===== src/rtl/smi_pkg.sv =====
package smi_pkg;
  localparam int FIELD_W  = 5;
  localparam int WORD_W   = 16;
  localparam int BUSY_BIT = 15;
  localparam int MARK_BIT = 12;
  localparam int OP_LSB   = 10;
  localparam int DEV_LSB  = 5;

  localparam logic [1:0] OP_READ  = 2'b10;
  localparam logic [1:0] OP_WRITE = 2'b01;

  localparam logic [FIELD_W-1:0] REG_CMD  = 5'd0;
  localparam logic [FIELD_W-1:0] REG_DATA = 5'd1;

  typedef enum logic [2:0] {
    ST_IDLE,
    ST_DIRECT,
    ST_POLL_PRE,
    ST_DATA_WR,
    ST_CMD_WR,
    ST_POLL_POST,
    ST_DATA_RD,
    ST_RESP
  } seq_state_t;
endpackage


===== src/rtl/smi_cmd_builder.sv =====
module smi_cmd_builder
  import smi_pkg::*;
(
  input  logic               is_write,
  input  logic [FIELD_W-1:0] dev,
  input  logic [FIELD_W-1:0] regno,
  output logic [WORD_W-1:0]  cmd
);
  always_comb begin
    cmd = '0;
    cmd[BUSY_BIT] = 1'b1;
    cmd[MARK_BIT] = 1'b1;
    cmd[OP_LSB +: 2] = is_write ? OP_WRITE : OP_READ;
    cmd[DEV_LSB +: FIELD_W] = dev;
    cmd[0 +: FIELD_W] = regno;
  end
endmodule


===== src/rtl/smi_poll_counter.sv =====
module smi_poll_counter #(
  parameter int LIMIT = 1000
) (
  input  logic clk,
  input  logic rst_n,
  input  logic clr,
  input  logic inc,
  output logic last
);
  localparam int CNT_W = $clog2(LIMIT + 1);
  localparam logic [CNT_W-1:0] LAST_VAL = CNT_W'(LIMIT - 1);

  logic [CNT_W-1:0] cnt;

  always_ff @(posedge clk) begin
    if (!rst_n || clr) cnt <= '0;
    else if (inc && !last) cnt <= cnt + 1'b1;
  end

  assign last = (cnt == LAST_VAL);
endmodule


===== src/rtl/smi_txn_tracker.sv =====
module smi_txn_tracker (
  input  logic clk,
  input  logic rst_n,
  input  logic active,
  input  logic tx_ready,
  input  logic tx_done,
  output logic tx_valid,
  output logic step
);
  logic inflight;

  always_ff @(posedge clk) begin
    if (!rst_n) inflight <= 1'b0;
    else if (tx_valid && tx_ready) inflight <= 1'b1;
    else if (tx_done) inflight <= 1'b0;
  end

  assign tx_valid = active && !inflight;
  assign step     = inflight && tx_done;
endmodule


===== src/rtl/smi_indirect_engine.sv =====
module smi_indirect_engine
  import smi_pkg::*;
#(
  parameter int POLL_LIMIT = 1000
) (
  input  logic                clk,
  input  logic                rst_n,
  input  logic [FIELD_W-1:0]  chip_addr,
  input  logic                req_valid,
  output logic                req_ready,
  input  logic                req_write,
  input  logic [FIELD_W-1:0]  req_dev,
  input  logic [FIELD_W-1:0]  req_reg,
  input  logic [WORD_W-1:0]   req_wdata,
  output logic                rsp_valid,
  input  logic                rsp_ready,
  output logic [WORD_W-1:0]   rsp_rdata,
  output logic                rsp_err,
  output logic                tx_valid,
  input  logic                tx_ready,
  output logic                tx_write,
  output logic [FIELD_W-1:0]  tx_phy,
  output logic [FIELD_W-1:0]  tx_reg,
  output logic [WORD_W-1:0]   tx_wdata,
  input  logic                tx_done,
  input  logic [WORD_W-1:0]   tx_rdata,
  input  logic                tx_fail
);
  seq_state_t         st;
  logic               wr_q;
  logic [FIELD_W-1:0] dev_q, reg_q, chip_q;
  logic [WORD_W-1:0]  wd_q, rd_q;
  logic               err_q;

  logic               bus_state, poll_state, step, poll_last, busy_seen;
  logic [WORD_W-1:0]  cmd_word;

  assign bus_state  = (st != ST_IDLE) && (st != ST_RESP);
  assign poll_state = (st == ST_POLL_PRE) || (st == ST_POLL_POST);
  assign busy_seen  = tx_rdata[BUSY_BIT];

  smi_cmd_builder u_cmd (
    .is_write (wr_q),
    .dev      (dev_q),
    .regno    (reg_q),
    .cmd      (cmd_word)
  );

  smi_txn_tracker u_trk (
    .clk      (clk),
    .rst_n    (rst_n),
    .active   (bus_state),
    .tx_ready (tx_ready),
    .tx_done  (tx_done),
    .tx_valid (tx_valid),
    .step     (step)
  );

  smi_poll_counter #(.LIMIT(POLL_LIMIT)) u_cnt (
    .clk   (clk),
    .rst_n (rst_n),
    .clr   (!poll_state),
    .inc   (step && poll_state && busy_seen && !tx_fail),
    .last  (poll_last)
  );

  always_comb begin
    tx_write = 1'b0;
    tx_phy   = chip_q;
    tx_reg   = REG_CMD;
    tx_wdata = '0;
    unique case (st)
      ST_DIRECT: begin
        tx_write = wr_q;
        tx_phy   = dev_q;
        tx_reg   = reg_q;
        tx_wdata = wd_q;
      end
      ST_DATA_WR: begin
        tx_write = 1'b1;
        tx_reg   = REG_DATA;
        tx_wdata = wd_q;
      end
      ST_CMD_WR: begin
        tx_write = 1'b1;
        tx_wdata = cmd_word;
      end
      ST_DATA_RD: tx_reg = REG_DATA;
      default: ;
    endcase
  end

  always_ff @(posedge clk) begin
    if (!rst_n) begin
      st     <= ST_IDLE;
      wr_q   <= 1'b0;
      dev_q  <= '0;
      reg_q  <= '0;
      chip_q <= '0;
      wd_q   <= '0;
      rd_q   <= '0;
      err_q  <= 1'b0;
    end else begin
      unique case (st)
        ST_IDLE: begin
          if (req_valid) begin
            wr_q   <= req_write;
            dev_q  <= req_dev;
            reg_q  <= req_reg;
            chip_q <= chip_addr;
            wd_q   <= req_wdata;
            rd_q   <= '0;
            err_q  <= 1'b0;
            st     <= (chip_addr == '0) ? ST_DIRECT : ST_POLL_PRE;
          end
        end
        ST_RESP: begin
          if (rsp_ready) st <= ST_IDLE;
        end
        default: begin
          if (step) begin
            if (tx_fail) begin
              err_q <= 1'b1;
              rd_q  <= '0;
              st    <= ST_RESP;
            end else begin
              unique case (st)
                ST_DIRECT: begin
                  rd_q <= wr_q ? '0 : tx_rdata;
                  st   <= ST_RESP;
                end
                ST_POLL_PRE: begin
                  if (!busy_seen)     st <= wr_q ? ST_DATA_WR : ST_CMD_WR;
                  else if (poll_last) begin
                    err_q <= 1'b1;
                    st    <= ST_RESP;
                  end
                end
                ST_DATA_WR: st <= ST_CMD_WR;
                ST_CMD_WR:  st <= ST_POLL_POST;
                ST_POLL_POST: begin
                  if (!busy_seen)     st <= wr_q ? ST_RESP : ST_DATA_RD;
                  else if (poll_last) begin
                    err_q <= 1'b1;
                    st    <= ST_RESP;
                  end
                end
                ST_DATA_RD: begin
                  rd_q <= tx_rdata;
                  st   <= ST_RESP;
                end
                default: st <= ST_IDLE;
              endcase
            end
          end
        end
      endcase
    end
  end

  assign req_ready = (st == ST_IDLE);
  assign rsp_valid = (st == ST_RESP);
  assign rsp_rdata = rd_q;
  assign rsp_err   = err_q;
endmodule


===== config.mk =====
export PLATFORM = sky130hd
export DESIGN_NAME = smi_indirect_engine
export DESIGN_NICKNAME = d
export VERILOG_FILES = /design/src/rtl/smi_pkg.sv /design/src/rtl/smi_cmd_builder.sv /design/src/rtl/smi_poll_counter.sv /design/src/rtl/smi_txn_tracker.sv /design/src/rtl/smi_indirect_engine.sv
export SDC_FILE = /design/constraint.sdc
export NUM_CORES = 1
export LEC_CHECK = 0
export ABC_AREA = 1
export BUFFER_PORTS_ARGS = -buffer_cell sky130_fd_sc_hd__buf_2
export CAP_MARGIN = 20
export CORE_MARGIN = 3
export CORE_UTILIZATION = 54
export DETAILED_ROUTE_END_ITERATION = 8
export PLACE_DENSITY = 0.94
export SYNTH_ARGS = -nofsm -noshare
export SYNTH_HDL_FRONTEND = slang
export SYNTH_SLANG_ARGS = --single-unit

===== constraint.sdc =====
create_clock -name clk -period 3.6 [get_ports clk]
set_clock_uncertainty 0.15 [all_clocks]
set_input_delay 0.36 -clock clk [delete_from_list [all_inputs] [get_ports clk]]
set_output_delay 0.36 -clock clk [all_outputs]
set_load 0.01 [all_outputs]

== Word level (Yosys, flattened, before mapping) ==
Index checks and enable logic that the tools add are counted.
Word-level totals
  memories: 0
  output and inout bits: 47
  RAM bits: 0
  ROM bits: 0
  input bits: 55
  register bits after elaboration: 63
  bits in latches: 0
  logic and storage cells: 89
Cells by class
  order comparisons: 0
  shift operators: 0
  mux-type cells: 32
  bitwise logic cells: 1
  add/subtract/negate cells: 1
  reductions and logical operators: 34
  divide/modulo/power cells: 0
  multiply operators: 0
  equality and inequality tests: 11
Operator list (count)
  16-bit one-hot mux with 2 select lines: 3
  16-bit 2-to-1 mux: 4
  3-bit 2-to-1 mux: 8
  3-bit one-hot mux with 5 select lines: 1
  3-bit nonzero test: 5
  3-bit == test, second input constant: 4
  10-bit by 1-bit adder with 10-bit output, second input constant: 1
  10-bit == test, second input constant: 1
  5-bit one-hot mux with 2 select lines: 1
  2-bit OR reduction: 5
  1-bit 2-to-1 mux: 9
  1-bit logical AND: 8
  3-bit by 2-bit == test with 1-bit output, second input constant: 2
  3-bit one-hot mux with 2 select lines: 1
  6-bit AND reduction: 1
  1-bit zero test: 5
  5-bit zero test: 1
  5-bit 2-to-1 mux: 1
  2-bit 2-to-1 mux: 2
  1-bit one-hot mux with 2 select lines: 2
  4-bit AND reduction: 1
  2-bit nonzero test: 2
  4-bit nonzero test: 1
  3-bit by 1-bit == test with 1-bit output, second input constant: 1
  other kinds (8): 9

== Logic depth before layout (Yosys ltp) ==
  depth in word-level cells: 7
  mapped depth: 12
  mapped depth without buffers: 11

== By module ==
Synthesis repeated with hierarchy kept, for this count alone.
Unflattened totals
  cell total of the unflattened synthesis: 502
  area, all modules: 3320.7 µm²
By module, submodules not included
  smi_indirect_engine: seq. area each 1041.0 µm², cells each 384, area an instance 2536.2 µm², instances 1
  smi_poll_counter: seq. area each 200.2 µm², cells each 92, area an instance 610.6 µm², instances 1
  smi_cmd_builder: seq. area each 0.0 µm², cells each 18, area an instance 123.9 µm², instances 1
  smi_txn_tracker: seq. area each 20.0 µm², cells each 8, area an instance 50.0 µm², instances 1

== Worst setup path after synthesis ==
Ideal clock, no wire load.
  kind: flip-flop to output port
  start: reg st[1]
  end: out tx_phy[0]
  setup slack: 1908 ps
  arrival time: 1182 ps
  cell stages (with the launch flop): 6
  path buffers: 2
  required time: 3090 ps
  cells stage by stage: dfxtp_1 > buf_6 > inv_2 > nand3_1 > clkbuf_1 > o21ai_0
On the way
  cells in the longest elaborated chain, start to end: 2
Ends and longest elaborated chain
  start, declared: line smi_indirect_engine.sv:29  | seq_state_t st;
  start signal, assigned: line smi_indirect_engine.sv:114  | st <= (chip_addr == '0) ? ST_DIRECT : ST_POLL_PRE;
  start signal, assigned: line smi_indirect_engine.sv:133  | if (!busy_seen) st <= wr_q ? ST_DATA_WR : ST_CMD_WR;
  start signal, assigned: line smi_indirect_engine.sv:142  | if (!busy_seen) st <= wr_q ? ST_RESP : ST_DATA_RD;
  3-bit by 1-bit == test with 1-bit output: line smi_indirect_engine.sv:72  | unique case (st)
  5-bit 2-to-1 mux: line smi_indirect_engine.sv:72
  end, declared: line smi_indirect_engine.sv:22  | output logic [FIELD_W-1:0] tx_phy,
Every way passes these cells.

== Worst setup path after layout ==
  start: reg st[1]
  end: out tx_phy[2]
The elaborated chain is that of the path after synthesis.

==> summary.md <==
| Metric | Value |
|---|---|
| P_leak | 1.74 nW |
| Postcts setup bufs | 0 |
| Ports | 102 |
| TritonCTS clock tree | built |
| Fin crit period | 2.42 ns |
| Max Slew Vio Count | 0 |
| Worst-path clk slew | 0.06 ns |
| Rows | 26 |
| Multiplexer area fraction after synthesis | 0% |
| Setup Viol. Count Final | 0 |
| Synth Register Bits | 63 |
| ANT nets after route | 0 |
| First-pass GRT wire length | 12.4 mm |
| Layout cells sized above 1 | 25.8% |
| Nets | 583 |
| Pwr per Cell Area | 714 nW/um^2 |
| Hold Crit Class | in2reg |
| Post-CTS Resized | 0 |
| CTS Buffer Depth | 2 |
| WL final | 7.79 mm |
| Adder-cell share of the synthesized area | 0.414% |
| IO buf count | 101 |
| Worst slew pin tran | 0.670 ns |
| Initial antenna violation count | 0 |
| Synth Area in Compound Gates | 21.3% |
| Commonest non-fill, non-tap cell in the layout | buf_2 |
| CP Max Fanout | 16 |
| Post-Synth Simple-Gate Area | 23.8% |
| Ranking of synthesized cells by area | dfxtp_1, a21oi_1, o21ai_0 |
| Initial Util | 57.3% |
| Combinational family with the most area after synthesis | simple AND/OR/NAND/NOR gates |
| Die area | 6530 sq um |
| Pwr Total | 2.65 mW |
| Grt ovf | 0 |
| Slew headroom | 55.3% |
| CP Class | reg2out |
| CTS Hold Bufs | 0 |
| Syn nets | 492 |
| Worst EP required | 3.09 ns |
| Largest area contributor in the netlist | dfxtp_1 |
| Yosys cell types | 30 |
| Final period util | 67.3% |
| DR vias/cell | 5.31 |
| Worst Setup End Kind | primary output |
| Final hold violation count | 0 |
| Area Overhead vs Synth | 22.9% |
| Die Y | 80.8 um |
| Final Non-Filler Cells | 601 |
| Total GRT Usage | 24.2% |
| Max cap viols | 0 |
| Commonest cells after routing, fill and taps aside | buf_2, nand2_1, dfxtp_1, nor2_1, a21oi_1 |
| Synth Area in XOR/XNOR | 1.74% |
| Placed insts | 586 |
| Fill count | 424 |
| Avg Synthesized Cell Area | 6.93 sq um |
| Mapped cell area | 3020 sq um |
| Status | complete, no violations |
| Sink Count | 63 |
| 1st-pass router iterations | 6 |
| Post-synthesis cell count | 436 |
| Fraction of the yosys area taken by sequential cells | 41.8% |
| Fmax | 0.412 GHz |
| Avg WL per Cell | 13.0 um |
| Detailed-route via count | 3191 |
| Clock H-tree levels | 3 |
| Vias in the first global route | 2858 |
| Synth Warn # | 0 |
| Crit path launch type | flip-flop |
| Critical path arrival | 1.91 ns |
| Core Box Area | 5270 sq um |
| CTS buffer count | 9 |
| Largest net degree at the start of global routing | 62 |
| DRC viols | 0 |
| # diodes | 0 |
| Root buffer cell | clkbuf_8 |
| Setup TNS | 0 ns |
| DP HPWL | 5.40 mm |
| RSZ-0062 raised after global routing | no |
| Max IR drop VDD | 353 uV |
| Clk Latency, worst-skew pair | 0.33 ns |
| Drt initial violations | 199 |
| Gpl congestion | 0.915 |
| Die width | 80.8 um |
| Area share of the largest cell type after synthesis | 41.8% |
-- critical path, cell delays in order, from the launching register on --
cell and delay, ns:
dfxtp_1 0.57, inv_2 0.13, nand3_1 0.48, nand2_1 0.12, o21ai_0 0.10, buf_2 0.17
-- per-stage QoR --
stage	utilization, %	area (sq um)	hold slack (ns)	worst slack, ns
finish	70.4	3710	0.125	1.18
floorplan	-	3020	0.275	1.91
global placement	66.4	3500	0.289	1.50
detailed placement	66.4	3500	0.298	1.40
CTS	70.4	3710	0.115	1.17
global route	70.4	3710	0.129	0.992
-- per-layer routing --
metal,global-route usage [%],wire length (um),vias to the layer above
met2,41.4,3810,148
li1,-,-,1593
met1,28.0,3170,1422
met3,5.21,559,28
met5,0,0,-
met4,13.9,238,0
-- report_power, final --
| part | internal, mW | switching, mW | total, mW | leakage (nW) |
|---|---|---|---|---|
| combinational | 0.342 | 0.679 | 1.02 | 1.12 |
| clock | 0.403 | 0.259 | 0.662 | 0.109 |
| sequential | 0.867 | 0.0998 | 0.967 | 0.518 |
| total | 1.61 | 1.04 | 2.65 | 1.74 |
-- synthesized netlist by cell type --
cell / count
buf_6: 2
nand2_4: 3
inv_4: 1
nor2_1: 54
nor2_8: 1
o22ai_1: 12
o21ai_0: 52
clkbuf_1: 12
a22oi_1: 1
buf_1: 2
buf_2: 3
clkinv_2: 1
o21ai_2: 1
o21ai_1: 5
buf_4: 1
xor2_1: 6
nand3_1: 15
inv_1: 52
ha_1: 1
nand2_1: 68
clkinv_1: 2
nand4_1: 2
nor2_2: 11
nor3b_1: 1
buf_8: 1
a21oi_1: 53
or2_2: 2
inv_2: 2
dfxtp_1: 63
nor3_1: 6
-- flip-flops by register name, summed over array words and instances, names as in the netlist, 3 cells and up --
name	cells
wd_q	16
st	3
reg_q	5
dev_q	5
u_cnt.cnt	10
rsp_rdata	16
chip_q	5
-- worst paths after layout --
kind | start | end | slack [ns] | cells past startpoint
worst max-delay path | st[1] | tx_phy[2] | 1.18 | 5
worst min-delay path | tx_rdata[11] | rsp_rdata[11] | 0.13 | 3
worst max register to register | st[1] | rsp_rdata[13] | 1.32 | 7
worst min register to register | wd_q[7] | wd_q[7] | 0.31 | 2
-- final cells by class --
cell class	count	area [sq um]	area share, %
clock buffers	11	141	3.81
well taps	70	87.6	2.36
multi-input cells	294	1430	38.4
inverters	58	221	5.97
repair buffers	101	505	13.6
flip-flops and latches	63	1260	34.0
clock inverters	4	70.1	1.89
-- cell families (layout without fill, tap and decap cells) --
kind of cell	Yosys count	count (layout)
AOI/OAI and AO/OA	124	124
xor gates and xnor gates	6	6
adders and majority gates	1	1
buffers and inverters	79	174
DFF	63	63
and+or+nand+nor	163	163
No activity file was read; power rests on OpenSTA's default activity.
